File: src/rtl/adc_cmd_pkg.sv
package adc_cmd_pkg;
    localparam int FIELD_W = 3;
    localparam int RNG_W   = 3;
    localparam int BYTE_W  = 8;

    typedef enum logic [FIELD_W-1:0] {
        MD_EXT_CLK  = 3'b000,
        MD_EXT_ACQ  = 3'b001,
        MD_INT_CLK  = 3'b010,
        MD_RSV_A    = 3'b011,
        MD_SOFT_RST = 3'b100,
        MD_RSV_B    = 3'b101,
        MD_PART_PD  = 3'b110,
        MD_FULL_PD  = 3'b111
    } mode_e;

    typedef enum logic [1:0] {
        K_NONE  = 2'd0,
        K_START = 2'd1,
        K_CFG   = 2'd2,
        K_MODE  = 2'd3
    } kind_e;

    typedef struct packed {
        logic             diff;
        logic [RNG_W-1:0] rng;
    } chcfg_t;
endpackage

File: src/rtl/adc_cmd_classify.sv
module adc_cmd_classify
    import adc_cmd_pkg::*;
(
    input  logic                cmd_valid,
    input  logic [BYTE_W-1:0]   cmd_byte,
    output kind_e               kind,
    output logic [FIELD_W-1:0]  field,
    output chcfg_t              cfg
);
    localparam int NIB_W = BYTE_W - 1 - FIELD_W;

    logic [NIB_W-1:0] nib;

    always_comb begin
        nib       = cmd_byte[NIB_W-1:0];
        field     = cmd_byte[BYTE_W-2 -: FIELD_W];
        cfg.diff  = nib[NIB_W-1];
        cfg.rng   = nib[RNG_W-1:0];
        kind      = K_NONE;
        if (cmd_valid && cmd_byte[BYTE_W-1]) begin
            // an all-zero nibble wins over a configuration reading of the byte
            if (nib == '0)
                kind = K_START;
            else if (nib == {1'b1, {(NIB_W-1){1'b0}}})
                kind = K_MODE;
            else
                kind = K_CFG;
        end
    end
endmodule

File: src/rtl/adc_cmd_mode_ctl.sv
module adc_cmd_mode_ctl
    import adc_cmd_pkg::*;
(
    input  logic               clk,
    input  logic               rst_n,
    input  kind_e              kind,
    input  logic [FIELD_W-1:0] field,
    output mode_e              mode,
    output logic               soft_rst,
    output logic               pd
);
    typedef struct packed {
        mode_e mode;
    } mstate_t;

    mstate_t st_d, st_q;
    mode_e   req;

    always_comb begin
        st_d     = st_q;
        soft_rst = 1'b0;
        req      = mode_e'(field);
        if (kind == K_MODE) begin
            if (st_q.mode == MD_FULL_PD) begin
                // wake only through partial power-down
                if (req == MD_PART_PD)
                    st_d.mode = MD_PART_PD;
            end else begin
                unique case (req)
                    MD_RSV_A, MD_RSV_B: st_d = st_q;
                    MD_SOFT_RST: begin
                        st_d.mode = MD_EXT_CLK;
                        soft_rst  = 1'b1;
                    end
                    default: st_d.mode = req;
                endcase
            end
        end
    end

    always_ff @(posedge clk or negedge rst_n) begin
        if (!rst_n)
            st_q <= '{mode: MD_EXT_CLK};
        else
            st_q <= st_d;
    end

    assign mode = st_q.mode;
    assign pd   = (st_q.mode == MD_PART_PD) || (st_q.mode == MD_FULL_PD);
endmodule

File: src/rtl/adc_cmd_cfgfile.sv
module adc_cmd_cfgfile
    import adc_cmd_pkg::*;
#(
    parameter int               CH_W    = FIELD_W,
    parameter logic [RNG_W-1:0] DEF_RNG = 3'b111
)(
    input  logic            clk,
    input  logic            rst_n,
    input  logic            clr,
    input  logic            wr_en,
    input  logic [CH_W-1:0] wr_chan,
    input  chcfg_t          wr_cfg,
    input  logic [CH_W-1:0] rd_chan,
    output chcfg_t          rd_cfg
);
    localparam int     NCH     = 1 << CH_W;
    localparam chcfg_t DEF_CFG = '{diff: 1'b0, rng: DEF_RNG};

    chcfg_t rec_q [NCH];

    for (genvar i = 0; i < NCH; i++) begin : g_ch
        chcfg_t rec_d, rec_r;

        always_comb begin
            rec_d = rec_r;
            if (clr)
                rec_d = DEF_CFG;
            else if (wr_en && (wr_chan == CH_W'(i)))
                rec_d = wr_cfg;
        end

        always_ff @(posedge clk or negedge rst_n) begin
            if (!rst_n)
                rec_r <= DEF_CFG;
            else
                rec_r <= rec_d;
        end

        assign rec_q[i] = rec_r;
    end

    assign rd_cfg = rec_q[rd_chan];
endmodule

File: src/rtl/adc_cmd_decoder.sv
module adc_cmd_decoder
    import adc_cmd_pkg::*;
#(
    parameter logic [RNG_W-1:0] DEF_RNG = 3'b111
)(
    input  logic               clk,
    input  logic               rst_n,
    input  logic               cmd_valid,
    input  logic [7:0]         cmd_byte,
    output logic               conv_start,
    output logic [2:0]         conv_chan,
    output logic               conv_diff,
    output logic [2:0]         conv_rng,
    output logic [2:0]         op_mode,
    output logic               pwr_down
);
    localparam int CH_W = FIELD_W;

    typedef struct packed {
        logic            start;
        logic [CH_W-1:0] chan;
        chcfg_t          cfg;
    } snap_t;

    kind_e              kind;
    logic [FIELD_W-1:0] field;
    chcfg_t             byte_cfg;
    chcfg_t             sel_cfg;
    mode_e              mode;
    logic               soft_rst;
    logic               pd;
    snap_t              snap_d, snap_q;

    adc_cmd_classify u_cls (
        .cmd_valid (cmd_valid),
        .cmd_byte  (cmd_byte),
        .kind      (kind),
        .field     (field),
        .cfg       (byte_cfg)
    );

    adc_cmd_mode_ctl u_mode (
        .clk      (clk),
        .rst_n    (rst_n),
        .kind     (kind),
        .field    (field),
        .mode     (mode),
        .soft_rst (soft_rst),
        .pd       (pd)
    );

    adc_cmd_cfgfile #(.CH_W(CH_W), .DEF_RNG(DEF_RNG)) u_cfg (
        .clk     (clk),
        .rst_n   (rst_n),
        .clr     (soft_rst),
        .wr_en   (kind == K_CFG),
        .wr_chan (field),
        .wr_cfg  (byte_cfg),
        .rd_chan (field),
        .rd_cfg  (sel_cfg)
    );

    always_comb begin
        snap_d       = snap_q;
        snap_d.start = 1'b0;
        if (kind == K_START && !pd) begin
            snap_d.start = 1'b1;
            snap_d.chan  = field;
            snap_d.cfg   = sel_cfg;
        end
    end

    always_ff @(posedge clk or negedge rst_n) begin
        if (!rst_n)
            snap_q <= '{start: 1'b0, chan: '0, cfg: '{diff: 1'b0, rng: DEF_RNG}};
        else
            snap_q <= snap_d;
    end

    assign conv_start = snap_q.start;
    assign conv_chan  = snap_q.chan;
    assign conv_diff  = snap_q.cfg.diff;
    assign conv_rng   = snap_q.cfg.rng;
    assign op_mode    = mode;
    assign pwr_down   = pd;
endmodule

File: config.mk
export PLATFORM = sky130hd
export DESIGN_NAME = adc_cmd_decoder
export DESIGN_NICKNAME = d
export VERILOG_FILES = /design/src/rtl/adc_cmd_pkg.sv /design/src/rtl/adc_cmd_classify.sv /design/src/rtl/adc_cmd_mode_ctl.sv /design/src/rtl/adc_cmd_cfgfile.sv /design/src/rtl/adc_cmd_decoder.sv
export SDC_FILE = /design/constraint.sdc
export NUM_CORES = 1
export LEC_CHECK = 0
export BUFFER_PORTS_ARGS = -buffer_cell sky130_fd_sc_hd__buf_2
export CAP_MARGIN = 20
export CORE_MARGIN = 5
export CORE_UTILIZATION = 30
export CTS_CLUSTER_DIAMETER = 30
export DETAILED_ROUTE_END_ITERATION = 10
export PLACE_DENSITY = 0.54
export SYNTH_ARGS = -nofsm -noshare
export SYNTH_HDL_FRONTEND = slang
export SYNTH_SLANG_ARGS = --single-unit
File: constraint.sdc
create_clock -name clk -period 2.5 [get_ports clk]
set_clock_uncertainty 0.15 [all_clocks]
set_input_delay 0.625 -clock clk [delete_from_list [all_inputs] [get_ports clk]]
set_output_delay 0.625 -clock clk [all_outputs]
set_load 0.1 [all_outputs]
* Word-level counts from Yosys, hierarchy flattened
Index checks and enable logic that the tools add are counted.
** Word-level totals
- Word-level logic and storage cells :: 91
- Register bits after elaboration :: 43
- Output and inout bits :: 12
- Bits of input ports :: 11
** Operators by class
- Bitwise operators :: 1
- Equality and inequality tests :: 15
- Muxes and demuxes :: 29
- Reductions and logical operators :: 24
- Order comparisons :: 1
** Operators by type and width (count)
- 2-to-1 mux 4 bit :: 18
- equality test 3 bit, second input constant :: 6
- nonzero test 2 bit :: 8
- binary-select mux 4 bit (select 3 bit) :: 1
- logical AND 1 bit :: 10
- 2-to-1 mux 8 bit :: 1
- equality test 3 x 2 -> 1 bit, second input constant :: 2
- 2-to-1 mux 3 bit :: 2
- one-hot mux 3 bit (2 select lines) :: 1
- equality test 2 bit, second input constant :: 2
- equality test 4 bit, second input constant :: 1
- >= comparator 4 bit, second input constant :: 1
- zero test 4 bit :: 1
- 2-to-1 mux 1 bit :: 4
- 2-to-1 mux 2 bit :: 2
- != test 2 x 1 -> 1 bit, second input constant :: 2
- inverter 3 -> 4 bit :: 1
- equality test 3 x 1 -> 1 bit, second input constant :: 1
- zero test 3 bit :: 1
- AND reduction 3 bit :: 1
- equality test 2 x 1 -> 1 bit, second input constant :: 1
- OR reduction 2 bit :: 1
- zero test 1 bit :: 1
- logical OR 1 bit :: 1

* Logic depth before layout (Yosys ltp)
- Depth in word-level cells :: 8
- Gate-level depth with buffers :: 6
- Depth with buffers taken out :: 3

* Modules after synthesis
From an unflattened synthesis, not the netlist that was laid out.
** Second synthesis, totals
- Cells, all modules :: 182
- Area total of the unflattened synthesis :: 2285.9 um^2
** By module, submodules not included
- adc_cmd_cfgfile :: cells an instance 132, area an instance 1702.9 um^2, seq. area each 830.8 um^2, times used 1
- adc_cmd_decoder :: cells an instance 17, area an instance 307.8 um^2, seq. area each 203.9 um^2, times used 1
- adc_cmd_mode_ctl :: cells an instance 22, area an instance 202.7 um^2, seq. area each 75.1 um^2, times used 1
- adc_cmd_classify :: cells an instance 11, area an instance 72.6 um^2, seq. area each 0.0 um^2, times used 1

* Worst setup path after synthesis
Ideal clock, no wire load.
- Path kind :: register to register
- From :: register u_mode.st_q, in the netlist u_mode.mode[2]
- To :: register snap_q, in the netlist conv_chan[0]
- Data required time :: 2.225 ns
- Cell stages (with the launch flop) :: 4
- Library setup time :: 0.125 ns
- Buffers on the path :: 0
- Arrival :: 2.440 ns
- Period minus slack after synthesis :: 2.715 ns
- Path slack :: -0.215 ns
- Cells stage by stage :: dfrtp_1 -> and2_1 -> nor4_4 -> mux2_2
** Between the ends
- Longest elaborated chain between the ends :: 4
- Elaborated cells on any way between the ends :: 5
- Those cells by class :: eq/ne: 2; reduce/logical: 3
** RTL lines
- start: declaration :: line adc_cmd_mode_ctl.sv:16 : mstate_t st_d, st_q;
- start signal: assignment :: line adc_cmd_mode_ctl.sv:43 : st_q <= '{mode: MD_EXT_CLK};
- start signal: assignment :: line adc_cmd_mode_ctl.sv:45 : st_q <= st_d;
- equality test 3 bit :: line adc_cmd_mode_ctl.sv:49 : assign pd = (st_q.mode == MD_PART_PD) || (st_q.mode == MD_FULL_PD);
- logical OR 1 bit * :: line adc_cmd_mode_ctl.sv:49
- via pwr_down :: line adc_cmd_decoder.sv:15 : output logic pwr_down
- zero test 1 bit * :: line adc_cmd_decoder.sv:66 : if (kind == K_START && !pd) begin
- logical AND 1 bit * :: line adc_cmd_decoder.sv:66
- end signal: assignment :: line adc_cmd_decoder.sv:75 : snap_q <= '{start: 1'b0, chan: '0, cfg: '{diff: 1'b0, rng: DEF_RNG}};
- end signal: assignment :: line adc_cmd_decoder.sv:77 : snap_q <= snap_d;
- end: declaration :: line adc_cmd_decoder.sv:32 : snap_t snap_d, snap_q;
The timed path passes the listed nets; every way through them passes the cells marked *.
A chain may end at the register's enable or synchronous reset.

* Final worst setup path
- From :: register u_mode.st_q, in the netlist u_mode.mode[1]
- To :: output pwr_down
** Between the ends
- Longest elaborated chain between the ends :: 2
- Elaborated cells on any way between the ends :: 3
- Those cells by class :: eq/ne: 2; reduce/logical: 1
** RTL lines (line)
- equality test 3 bit :: adc_cmd_mode_ctl.sv:49
- logical OR 1 bit * :: adc_cmd_mode_ctl.sv:49
- end: declaration :: adc_cmd_decoder.sv:15
Every way passes the cells marked *; elsewhere a longest branch is shown, timed or not.

==> key figures <==
Clock tree
  • Clock buffer depth: 2
  • Hold Buf Count CTS: 0
  • Clock latency on the worst-skew pair: 0.29 ns
  • H-tree levels: 2
  • Number of buffers inserted by post-CTS setup repair: 0
  • # resized after CTS: 0
  • CTS tree: done
  • Clk sinks: 43
  • Reg clk slew, reported paths: 0.08 ns
  • Clk root buf: clkbuf_8
  • CTS buffer count: 5

STA
  • Tightest Pin Transition: 0.556 ns
  • Final min period: 2.20 ns
  • Slew Limit Fails: 0
  • Final Hold Fails: 0
  • Final setup fails: 0
  • Tcrit/Tclk final: 88.1%
  • RSZ-0062 raised after global routing: false
  • Fin Setup TNS: 0 ns
  • Slew HR: 62.9%
  • Fmax: 0.454 GHz

Synthesis
  • Mapped Area: 2350 µm²
  • Top FF cell, synth: dfstp_2
  • Synthesized area per cell: 12.3 µm²
  • Mapped Nets: 202
  • Seq cells post-synth: 43
  • Distinct cells, synth: 35
  • Sequential share of the synthesized area: 47.3%
  • Number of enable flip-flop cells after synthesis: 0
  • Gate Count Post-Synth: 191
  • Share of flip-flops with an asynchronous set or reset: 100%
  • Yosys warns: 0

Job
  • Max cap viols: 0

Global routing
  • Pin count of the biggest net entering global routing: 44
  • GRT Overall Usage: 12.6%
  • Vias in the first global route: 1,726
  • Initial antenna violation count: 0
  • First-pass GRT wire length: 9640 µm
  • Total gr overflow: 0

Final layout
  • Layout cells sized above 1: 42.7%
  • Layout net count: 221
  • Area of the multi-input gates: 1150 µm²
  • Area Overhead vs Synth: 14.9%
  • Most frequent cells in the layout: 32 x mux2i_1, 27 x a31oi_1, 27 x dfstp_2
  • Sequential Area: 1110 µm²
  • Most common cell after layout, fill and taps aside: mux2i_1
  • Fillers: 791
  • Diode count: 0
  • Post-route cell area: 2700 µm²

Critical path
  • Crit path capture type: output pin
  • CP Launch Point: u_mode.mode[1]$_DFFE_PN0P_
  • Critical Path AT: 1.43 ns
  • Critical path class: flop to output pin
  • CP startpoint kind: flop
  • Required time of the worst setup path: 1.73 ns
  • Worst r2r src: u_mode.mode[2]$_DFFE_PN0P_
  • Max FO, Critical Path: 8

Die
  • Core area: 7690 µm²
  • Initial Util: 30.5%
  • Top Ports: 23
  • Die area: 9690 µm²
  • Die Ht: 98.4 µm
  • Cell row count: 32
  • Die X: 98.4 µm

Pwr
  • LEAKAGE: 0.00124 µW
  • Power Internal: 1410 µW
  • Sw power: 731 µW
  • Sw frac: 34.1%
  • Logic pwr share: 29.7%
  • Seq pwr share: 47.6%
  • Pwr Density: 796 nW/µm²
  • Worst vdd ir: 0.182 mV
  • Final Power: 2150 µW
  • Clock share of power: 22.8%

Detailed routing
  • Post-route DRC: 0
  • Routed Antenna Nets: 0
  • DR pass1 iterations: 4
  • Final wirelength: 5720 µm
  • Wirelength per Cell: 18.3 µm
  • Via density: 5.45
  • Via Count: 1,705
  • Iter 0 DRT Violations: 94

Placement
  • Post-DP HPWL: 3760 µm
  • I/O Buffers: 22
  • Cell Area, Placed: 2590 µm²
  • Routability congestion estimate from global placement: 0.786

Run status
  • Status: finished, final reports clean

Worst hold path
  • Hold WC Path Type: input port to async pin
[sequential cells by signal, indices dropped and copies added (netlist names)]
signal and count:
conv_chan 3, conv_start 1, u_mode.mode 3, conv_rng 3
u_cfg.g_ch.rec_r 32, conv_diff 1
[power groups by stage]
stage	clock network, µW	registers [µW]	logic [µW]
floorplan	0	1200	324
global placement	0	1030	630
detailed placement	0	1030	642
CTS	515	1020	644
global route	548	1040	690
finish	489	1020	636
[logic make-up (layout without fill, tap and decap cells)]
group / Yosys count / count (layout) / synth area share (%)
buffers and inverters: 23 / 43 / 4.05
flip-flops: 43 / 43 / 47.3
AO/OA/AOI/OAI: 47 / 47 / 14.5
AND/OR/NAND/NOR: 27 / 27 / 7.57
multiplexers: 51 / 51 / 26.6
[cells in the mapped netlist (all sizes together) (3+ instances only)]
library cell  instances  area (µm²)
inv                   4        15.0
mux2i                32         320
dfrtp                16         400
o31ai                11        87.6
nand3                 5        25.0
dfstp                27         709
mux4                  8         180
nand4                 4        25.0
nand3b                3        22.5
buf                   9        42.5
a31oi                27         169
mux2                 11         124
clkbuf               10        37.5
[path summary, 6_finish.rpt]
check                                                     end  slack, ns  cells after the start
setup / recovery                                     pwr_down       0.30                      2
min in group clk                        conv_diff$_DFFE_PN0P_       0.36                      1
max in group asynchronous             conv_rng[0]$_DFFE_PN1P_       1.56                      2
hold / removal             u_cfg.g_ch[0].rec_r[3]$_DFFE_PN0P_       0.24                      2
setup reg to reg           u_cfg.g_ch[0].rec_r[3]$_DFFE_PN0P_       0.74                      4
hold reg to reg                         conv_diff$_DFFE_PN0P_       0.36                      1
[layer usage]
metal	GRT usage, %	up-vias	wire (µm)
met3	2.90	4	246
li1	-	791	-
met4	3.47	0	53
met5	0	-	0
met1	18.2	871	2810
met2	18.9	39	2600
[final cells by class]
| type | count | area share (%) |
|---|---|---|
| Clock buffer | 7 | 3.57 |
| Clock inverter | 1 | 0.279 |
| Inverter | 4 | 0.557 |
| Multi-Input combinational cell | 125 | 42.6 |
| Sequential cell | 43 | 41.2 |
| Tap cell | 102 | 4.74 |
| Timing Repair Buffer | 31 | 7.06 |
[per-stage QoR]
step,utilization (%),setup slack (ns),cells,hold WS (ns)
after floorplan,-,0.144,191,0.179
after global placement,33.7,0.268,305,0.341
after detailed placement,33.7,0.244,305,0.341
after CTS,35.1,0.294,313,0.265
after global routing,35.1,0.237,313,0.298
final,35.1,0.298,313,0.238
[critical path, stage by stage (launching register included)]
cell and delay (ns):
dfrtp_1 0.49, and2_4 0.22, buf_2 0.42
(Power assumes the default switching activity.)
